### src/rtl/dma2_pkg.sv
package dma2_pkg;

    typedef enum logic [2:0] {
        S_IDLE    = 3'd0,
        S_REQ     = 3'd1,
        S_READ    = 3'd2,
        S_WRITE   = 3'd3,
        S_RELEASE = 3'd4
    } seq_state_t;

    typedef enum logic [1:0] {
        CFG_SRC  = 2'd0,
        CFG_DST  = 2'd1,
        CFG_CNT  = 2'd2,
        CFG_CTRL = 2'd3
    } cfg_sel_t;

    localparam int CTRL_EN_BIT   = 0;
    localparam int CTRL_SINC_BIT = 1;
    localparam int CTRL_DINC_BIT = 2;

endpackage

### src/rtl/dma2_channel.sv
module dma2_channel
    import dma2_pkg::*;
#(
    parameter int                ADDR_W   = 20,
    parameter int                CNT_W    = 8,
    parameter logic [ADDR_W-1:0] SRC_RST  = '0,
    parameter logic [ADDR_W-1:0] DST_RST  = '0,
    parameter logic [CNT_W-1:0]  CNT_RST  = '0,
    parameter bit                SINC_RST = 1'b0,
    parameter bit                DINC_RST = 1'b0
) (
    input  logic              clk,
    input  logic              rst_n,
    input  logic              trig,
    input  logic              cfg_we,
    input  logic [1:0]        cfg_sel,
    input  logic [ADDR_W-1:0] cfg_wdata,
    input  logic              xfer_done,
    output logic              pend,
    output logic [ADDR_W-1:0] src,
    output logic [ADDR_W-1:0] dst,
    output logic              done
);

    logic [ADDR_W-1:0] src_q, src_n;
    logic [ADDR_W-1:0] dst_q, dst_n;
    logic [CNT_W-1:0]  cnt_q, cnt_n;
    logic              en_q, en_n;
    logic              sinc_q, sinc_n;
    logic              dinc_q, dinc_n;
    logic              pend_q, pend_n;
    logic              done_q, done_n;
    logic              last_xfer;

    assign last_xfer = xfer_done && (cnt_q == CNT_W'(1));

    always_comb begin
        src_n  = src_q;
        dst_n  = dst_q;
        cnt_n  = cnt_q;
        en_n   = en_q;
        sinc_n = sinc_q;
        dinc_n = dinc_q;
        if (xfer_done) begin
            if (sinc_q) src_n = src_q + ADDR_W'(1);
            if (dinc_q) dst_n = dst_q + ADDR_W'(1);
            cnt_n = cnt_q - CNT_W'(1);
        end
        if (last_xfer) en_n = 1'b0;
        if (cfg_we) begin
            unique case (cfg_sel_t'(cfg_sel))
                CFG_SRC:  src_n = cfg_wdata;
                CFG_DST:  dst_n = cfg_wdata;
                CFG_CNT:  cnt_n = cfg_wdata[CNT_W-1:0];
                CFG_CTRL: begin
                    en_n   = cfg_wdata[CTRL_EN_BIT];
                    sinc_n = cfg_wdata[CTRL_SINC_BIT];
                    dinc_n = cfg_wdata[CTRL_DINC_BIT];
                end
                default: ;
            endcase
        end
        pend_n = en_n && (cnt_n != '0) && (trig || (pend_q && !xfer_done));
        done_n = last_xfer;
    end

    always_ff @(posedge clk or negedge rst_n) begin
        if (!rst_n) begin
            src_q  <= SRC_RST;
            dst_q  <= DST_RST;
            cnt_q  <= CNT_RST;
            en_q   <= 1'b1;
            sinc_q <= SINC_RST;
            dinc_q <= DINC_RST;
            pend_q <= 1'b0;
            done_q <= 1'b0;
        end else begin
            src_q  <= src_n;
            dst_q  <= dst_n;
            cnt_q  <= cnt_n;
            en_q   <= en_n;
            sinc_q <= sinc_n;
            dinc_q <= dinc_n;
            pend_q <= pend_n;
            done_q <= done_n;
        end
    end

    assign pend = pend_q;
    assign src  = src_q;
    assign dst  = dst_q;
    assign done = done_q;

    assert_off_not_pending_R8: assert property (@(posedge clk) disable iff (!rst_n)
        !en_q |-> !pend_q);

    assert_done_one_cycle_R8: assert property (@(posedge clk) disable iff (!rst_n)
        done_q |=> !done_q);

    assert_done_disables_R8: assert property (@(posedge clk) disable iff (!rst_n)
        (done_q && !$past(cfg_we)) |-> !en_q);

endmodule

### src/rtl/dma2_prio.sv
module dma2_prio #(
    parameter int NCH   = 2,
    parameter int SEL_W = 1
) (
    input  logic             clk,
    input  logic             rst_n,
    input  logic [NCH-1:0]   req,
    output logic             valid,
    output logic [SEL_W-1:0] sel
);

    always_comb begin
        sel = '0;
        for (int i = NCH - 1; i >= 0; i--) begin
            if (req[i]) sel = SEL_W'(i);
        end
    end

    assign valid = |req;

    assert_low_index_wins_R3: assert property (@(posedge clk) disable iff (!rst_n)
        req[0] |-> (valid && sel == '0));

    assert_winner_requests_R3: assert property (@(posedge clk) disable iff (!rst_n)
        valid |-> req[sel]);

endmodule

### src/rtl/dma2_seq.sv
module dma2_seq
    import dma2_pkg::*;
#(
    parameter int ADDR_W = 20,
    parameter int DATA_W = 8,
    parameter int NCH    = 2,
    parameter int SEL_W  = 1
) (
    input  logic                         clk,
    input  logic                         rst_n,
    input  logic                         win_valid,
    input  logic [SEL_W-1:0]             win_sel,
    input  logic [NCH-1:0][ADDR_W-1:0]   src_all,
    input  logic [NCH-1:0][ADDR_W-1:0]   dst_all,
    input  logic                         bus_gnt,
    input  logic [DATA_W-1:0]            mem_rdata,
    output logic                         bus_req,
    output logic [ADDR_W-1:0]            mem_addr,
    output logic                         mem_rd,
    output logic                         mem_wr,
    output logic [DATA_W-1:0]            mem_wdata,
    output logic [NCH-1:0]               xfer_done
);

    seq_state_t        state_q, state_n;
    logic [SEL_W-1:0]  cur_q;
    logic [DATA_W-1:0] hold_q;

    always_comb begin
        state_n = state_q;
        unique case (state_q)
            S_IDLE:    if (win_valid) state_n = S_REQ;
            S_REQ:     if (bus_gnt)   state_n = S_READ;
            S_READ:    state_n = S_WRITE;
            S_WRITE:   state_n = S_RELEASE;
            S_RELEASE: state_n = S_IDLE;
            default:   state_n = S_IDLE;
        endcase
    end

    always_ff @(posedge clk or negedge rst_n) begin
        if (!rst_n) begin
            state_q <= S_IDLE;
            cur_q   <= '0;
            hold_q  <= '0;
        end else begin
            state_q <= state_n;
            if (state_q == S_IDLE && win_valid) cur_q <= win_sel;
            if (state_q == S_READ) hold_q <= mem_rdata;
        end
    end

    always_comb begin
        bus_req   = 1'b0;
        mem_addr  = '0;
        mem_rd    = 1'b0;
        mem_wr    = 1'b0;
        mem_wdata = '0;
        xfer_done = '0;
        unique case (state_q)
            S_IDLE: ;
            S_REQ:  bus_req = 1'b1;
            S_READ: begin
                bus_req  = 1'b1;
                mem_rd   = 1'b1;
                mem_addr = src_all[cur_q];
            end
            S_WRITE: begin
                bus_req   = 1'b1;
                mem_wr    = 1'b1;
                mem_addr  = dst_all[cur_q];
                mem_wdata = hold_q;
                xfer_done[cur_q] = 1'b1;
            end
            S_RELEASE: ;
            default: ;
        endcase
    end

    assert_strobes_exclusive_R5: assert property (@(posedge clk) disable iff (!rst_n)
        !(mem_rd && mem_wr));

    assert_read_needs_grant_R4: assert property (@(posedge clk) disable iff (!rst_n)
        $rose(mem_rd) |-> $past(bus_gnt));

    assert_write_after_read_R5: assert property (@(posedge clk) disable iff (!rst_n)
        mem_wr |-> $past(mem_rd));

    assert_release_after_write_R6: assert property (@(posedge clk) disable iff (!rst_n)
        $fell(mem_wr) |-> !bus_req);

    assert_read_one_cycle_R5: assert property (@(posedge clk) disable iff (!rst_n)
        mem_rd |=> (!mem_rd && mem_wr));

endmodule

### src/rtl/dma2_cyclesteal.sv
module dma2_cyclesteal
    import dma2_pkg::*;
#(
    parameter int               ADDR_W    = 20,
    parameter int               DATA_W    = 8,
    parameter int               XFERS     = 128,
    parameter logic [ADDR_W-1:0] SRC_BASE = 20'hF8000,
    parameter logic [ADDR_W-1:0] DST_BASE = 20'h00400,
    parameter logic [ADDR_W-1:0] SCRATCH  = 20'h00800
) (
    input  logic              clk,
    input  logic              rst_n,
    input  logic              trig,
    input  logic              cfg_we,
    input  logic              cfg_ch,
    input  logic [1:0]        cfg_sel,
    input  logic [ADDR_W-1:0] cfg_wdata,
    output logic              bus_req,
    input  logic              bus_gnt,
    output logic [ADDR_W-1:0] mem_addr,
    output logic              mem_rd,
    output logic              mem_wr,
    input  logic [DATA_W-1:0] mem_rdata,
    output logic [DATA_W-1:0] mem_wdata,
    output logic [1:0]        done
);

    localparam int NCH   = 2;
    localparam int SEL_W = 1;
    localparam int CNT_W = $clog2(XFERS + 1);

    logic [NCH-1:0]             pend;
    logic [NCH-1:0]             xfer_done;
    logic [NCH-1:0][ADDR_W-1:0] src_w;
    logic [NCH-1:0][ADDR_W-1:0] dst_w;
    logic                       win_valid;
    logic [SEL_W-1:0]           win_sel;

    for (genvar g = 0; g < NCH; g++) begin : g_ch
        localparam bit IS_FIRST = (g == 0);
        dma2_channel #(
            .ADDR_W   (ADDR_W),
            .CNT_W    (CNT_W),
            .SRC_RST  (IS_FIRST ? SRC_BASE : SCRATCH),
            .DST_RST  (IS_FIRST ? SCRATCH : DST_BASE),
            .CNT_RST  (CNT_W'(XFERS)),
            .SINC_RST (IS_FIRST),
            .DINC_RST (!IS_FIRST)
        ) u_ch (
            .clk       (clk),
            .rst_n     (rst_n),
            .trig      (trig),
            .cfg_we    (cfg_we && (cfg_ch == SEL_W'(g))),
            .cfg_sel   (cfg_sel),
            .cfg_wdata (cfg_wdata),
            .xfer_done (xfer_done[g]),
            .pend      (pend[g]),
            .src       (src_w[g]),
            .dst       (dst_w[g]),
            .done      (done[g])
        );
    end

    dma2_prio #(
        .NCH   (NCH),
        .SEL_W (SEL_W)
    ) u_prio (
        .clk   (clk),
        .rst_n (rst_n),
        .req   (pend),
        .valid (win_valid),
        .sel   (win_sel)
    );

    dma2_seq #(
        .ADDR_W (ADDR_W),
        .DATA_W (DATA_W),
        .NCH    (NCH),
        .SEL_W  (SEL_W)
    ) u_seq (
        .clk       (clk),
        .rst_n     (rst_n),
        .win_valid (win_valid),
        .win_sel   (win_sel),
        .src_all   (src_w),
        .dst_all   (dst_w),
        .bus_gnt   (bus_gnt),
        .mem_rdata (mem_rdata),
        .bus_req   (bus_req),
        .mem_addr  (mem_addr),
        .mem_rd    (mem_rd),
        .mem_wr    (mem_wr),
        .mem_wdata (mem_wdata),
        .xfer_done (xfer_done)
    );

    assert_no_stray_request_R4: assert property (@(posedge clk) disable iff (!rst_n)
        $rose(bus_req) |-> $past(|pend));

endmodule

### config.mk
export PLATFORM = sky130hd
export DESIGN_NAME = dma2_cyclesteal
export DESIGN_NICKNAME = d
export VERILOG_FILES = /design/src/rtl/dma2_pkg.sv /design/src/rtl/dma2_channel.sv /design/src/rtl/dma2_prio.sv /design/src/rtl/dma2_seq.sv /design/src/rtl/dma2_cyclesteal.sv
export SDC_FILE = /design/constraint.sdc
export NUM_CORES = 1
export LEC_CHECK = 0
export BUFFER_PORTS_ARGS = -buffer_cell sky130_fd_sc_hd__buf_2
export CORE_MARGIN = 2
export CORE_UTILIZATION = 27
export CTS_BUF_LIST = sky130_fd_sc_hd__clkbuf_4
export DETAILED_ROUTE_END_ITERATION = 12
export GPL_TIMING_DRIVEN = 0
export SLEW_MARGIN = 20
export SYNTH_ARGS = -nofsm -noshare
export SYNTH_HDL_FRONTEND = slang
export SYNTH_SLANG_ARGS = --single-unit
### constraint.sdc
create_clock -name clk -period 5.4 [get_ports clk]
set_clock_uncertainty 0.1 [all_clocks]
set_input_delay 0.27 -clock clk [delete_from_list [all_inputs] [get_ports clk]]
set_output_delay 0.27 -clock clk [all_outputs]
set_load 0.05 [all_outputs]
==> impl_results.md <==
- Resized Gates After CTS: 0
- Warnings, synthesis: 0
- Top flip-flop cell by instance count after synthesis: dfrtp_1
- Number of filler instances in the final layout: 2714
- Critical Path Max Stage Delay: roughly 480 ps
- Reg-to-reg slack, setup: around 2800 ps
- Gate count of the mapped netlist: around 800
- Number of detailed-routing iterations run before antenna repair: 5
- TritonCTS clock tree: built
- Largest net degree at the start of global routing: 67
- Part of the Yosys area used for sequential elements: 0.422
- Multiplexer area fraction after synthesis: 0.0778
- Post-synth net total: between 800 and 900
- Family of cells with the greatest summed delay on the critical path: buffers and inverters
- Summed area of non-filler cells in the final layout: around 8400 sq um
- Worst-case reg-to-reg path depth: 6
- Initial Utilization: 0.273
- Dominant combinational cell family by area after synthesis: simple AND/OR/NAND/NOR gates
- Lkg Pwr: approximately 3.4 nW
- Detailed placer's ending HPWL: ~15 mm
- Logic depth of the worst path, buffers included: 7
- Total clock buffers created by CTS: 17
- Root cell of the clock tree: clkbuf_4
- Clock Path Buffers: 2
- Fin. max-slew vios: 0
- Yosys cell types: 53
- Post-place instance area: around 7800 sq um
- Class of the worst hold path: input port to register
- Post-layout minimum cycle time: approximately 3100 ps
- Post-synthesis async set-or-reset flop share: 1.00
- Post-Syn Area: a little over 7000 sq um
- Cell types occupying the most area after synthesis: dfrtp_1, mux2i_1, nand2_1
- Kind of critical path: register to primary output
- DRC violations left: 0
- Vias in the first global route: slightly below 6000
- CORE AREA: about 26000 sq um
- Initial antenna violation count: 1
- Critical Path Sink: mem_addr[6]
- Most Frequent Cell on Critical Path: buf_2
- Clock-pin slew reported for the worst setup and hold paths after clock tree synthesis: around 100 ps
- Input/output buffers: 63
- Wire length of the first global-routing pass: about 32 mm
- Share of the clock period used by the worst path: 0.577
- Via count of the routed design: 6078
- Synthesized area per cell: roughly 9 sq um
- Sequential Power Share: 0.403
- Number of non-filler instances in the completed layout: roughly 1200
- Die ar.: 27400 sq um
- X dimension of the die: between 150 and 200 um
- Worst setup startpoint: u_seq.state_q[0]
- Placement Rows: 59
- Cell Count Post-Placement: 1183
- Share of cells above drive strength 1: 0.146
- List of cells traversed by the critical path: buf_2, nor2_1, nand2_1, clkbuf_1, buf_1, o22ai_1, buf_2
- Multi-input combinational cell area: between 3000 and 4000 sq um
- Worst reg2reg endpoint: g_ch[0].u_ch.pend
- Number of max-cap violations: 0
- Actual transition at the worst max-transition pin: roughly 1000 ps
- Critical-path top delay cell: buf_1
- Maximum ir drop on the vdd rail: roughly 160 uV
- Share of the synthesized area in compound gates (AO/OA/AOI/OAI): 0.106
- Final hold vios: 0
- Simple-Gate Fraction of Synth Area: 0.237
- Switching part of the total: 0.441
- RSZ-0062 raised after global routing: false
- Data required time at the worst endpoint: slightly above 5000 ps
- Starting DRT DRC Count: 216
- Post-synthesis to final-layout area growth: 18.9%
- Synth top cells by count: nand2_1, dfrtp_1, o21ai_1
- Cell with the most instances after synthesis: nand2_1
- CTS sink cnt: roughly 120
- Pwr Density: ~420 nW/um^2
- Vertical extent of the die: around 170 um
- Cell accounting for the most synthesized area: dfrtp_1
- Overall global routing resource usage: 0.154
- Final wirelength: 20.4 mm
- Post-synthesis adder-cell area fraction: 0.0142
- Worst R2R Start: u_seq.cur_q
- Relative slew margins: 0.337
- Clock Power Share: 0.178
- Switching component of the power: 1.56 mW
- Maximum achievable frequency: approximately 320 MHz
- Post-synthesis share of cell area spent on xor and xnor gates: 0.102
- Fraction of post-synthesis cell area in the top cell type by area: 0.370
- Post-detailed-route via-to-cell ratio: 4.88
- Total I/O pin count: 69
- Final TNS setup: 0 ps
- Internal power: 1.97 mW
- Level count of the clock H-tree: 4
- Area used by sequential logic in the layout: about 3000 sq um
- Flip-flop and latch count after synthesis: between 100 and 150
- Final-stage net count: 940
- Category of the worst setup path capture point: primary output
- Routed length per instance: 16.4 um
- Count of antenna-violating nets left after detailed routing: 0
- Final weighted congestion in routability-driven placement: 0.889
- Sum of buffers and inverters on the critical path: 4
- Logic pwr share: 0.419
- Status: finished, final reports clean
- Clock insertion delay at the later pin of the skew report: approximately 550 ps
- Worst Setup Start Kind: register
- Crit path DAT: between 2000 and 3000 ps
- Biggest fanout along the worst timing path: 10
- Overflow after GRT: 0
- Number of enable flip-flop cells after synthesis: 0
- Count of final setup violators: 0
## power by group through the flow
stage / Combinational [mW] / Sequential (mW) / Clock (mW)
final: 1.48 / 1.42 / 0.628
after global routing: 1.61 / 1.46 / 0.690
after CTS: 1.48 / 1.41 / 0.646
after detailed placement: 1.46 / 1.43 / 0
after global placement: 1.44 / 1.42 / 0
after floorplan: 1.12 / 1.35 / 0
## area by class of cell
cell class                      instances  share of cell area
Timing Repair Buffer                   93              0.0768
Inverter                               26              0.0117
Buffer                                 46              0.0230
Clock inverter                         12              0.0136
Clock buffer                           20              0.0179
Sequential cell                       118               0.355
Multi-Input combinational cell        594               0.452
Antenna cell                            1            0.000299
Tap cell                              335              0.0501
## through the flow
step | utilization | setup WS, ps | hold slack, ps | power, mW
floorplan | - | 3130 | -126 | 2.47
global placement | 0.301 | 2290 | 353 | 2.86
detailed placement | 0.302 | 2770 | 123 | 2.89
CTS | 0.324 | 2270 | 31.4 | 3.54
global route | 0.324 | 2070 | 68.9 | 3.76
finish | 0.324 | 2280 | 74.3 | 3.53
## how the worst min path moves through the flow
stage	from	to	slack, ps	cells after the start
2_1_floorplan	rst_n	g_ch[0].u_ch.cnt_q[0]	-130	0
3_3_place_gp	u_seq.hold_q[4]	u_seq.hold_q[4]	350	2
3_5_place_dp	rst_n	g_ch[0].u_ch.dst[14]	120	1
4_1_cts	cfg_wdata[0]	g_ch[0].u_ch.dst[0]	30	3
5_1_grt	cfg_wdata[0]	g_ch[0].u_ch.dst[0]	70	3
6_report	cfg_wdata[0]	g_ch[0].u_ch.dst[0]	70	3
## layer usage
metal	share of wire	wire, um	vias up	GRT usage
met5	0	0	-	0
met4	0.023	479	0	0.0572
met3	0.037	763	21	0.0242
met2	0.50	10100	140	0.259
met1	0.44	9040	2948	0.198
li1	-	-	2969	-
## cell families after synthesis
group / after synthesis
multiplexers: 54
AND/OR/NAND/NOR: 317
buffers and inverters: 72
flip-flops: 118
XOR/XNOR: 82
adder cells (fa/ha/maj): 8
AO/OA/AOI/OAI: 133
## timing repair
item                                   in CTS  in global routing
setup buffers                               0                  0
hold buffers                               29                  0
endpoints found under the hold margin     200                  0
## worst min-delay path, delay by kind of cell
kind	cells	cell delay, ps
buf+inv	1	230
simple gates	1	110
compound gates	1	60
## sequential cells by signal, summed over array words and instances (netlist names)
signal	cells
g_ch.u_ch.done	2
g_ch.u_ch.src	40
u_seq.state_q	3
g_ch.u_ch.dinc_q	2
g_ch.u_ch.dst	40
g_ch.u_ch.pend	2
g_ch.u_ch.sinc_q	2
g_ch.u_ch.en_q	2
g_ch.u_ch.cnt_q	16
u_seq.hold_q	8
u_seq.cur_q	1
## placed cells by master, fill, tap and decap left out, types with 7 or more instances in the layout
| master | count |
|---|---|
| nand2_1 | 119 |
| dfrtp_1 | 104 |
| buf_2 | 69 |
| o21ai_1 | 53 |
| xnor2_1 | 51 |
| mux2i_1 | 48 |
| nor2_1 | 46 |
| clkbuf_1 | 34 |
| xor2_1 | 31 |
| dlygate4sd3_1 | 29 |
| nand3_1 | 26 |
| inv_1 | 24 |
| a21oi_1 | 24 |
| o22ai_1 | 21 |
| nor3_1 | 20 |
| clkbuf_4 | 20 |
| and2_1 | 15 |
| nand4_1 | 15 |
| nor4_1 | 15 |
| dfstp_2 | 14 |
| o21ai_0 | 11 |
| and3_1 | 9 |
| a31oi_1 | 8 |
| ha_1 | 8 |
| nand2b_1 | 7 |
| or4_1 | 7 |
| and4_1 | 7 |
Note: power is estimated with default switching activity, not from simulation.
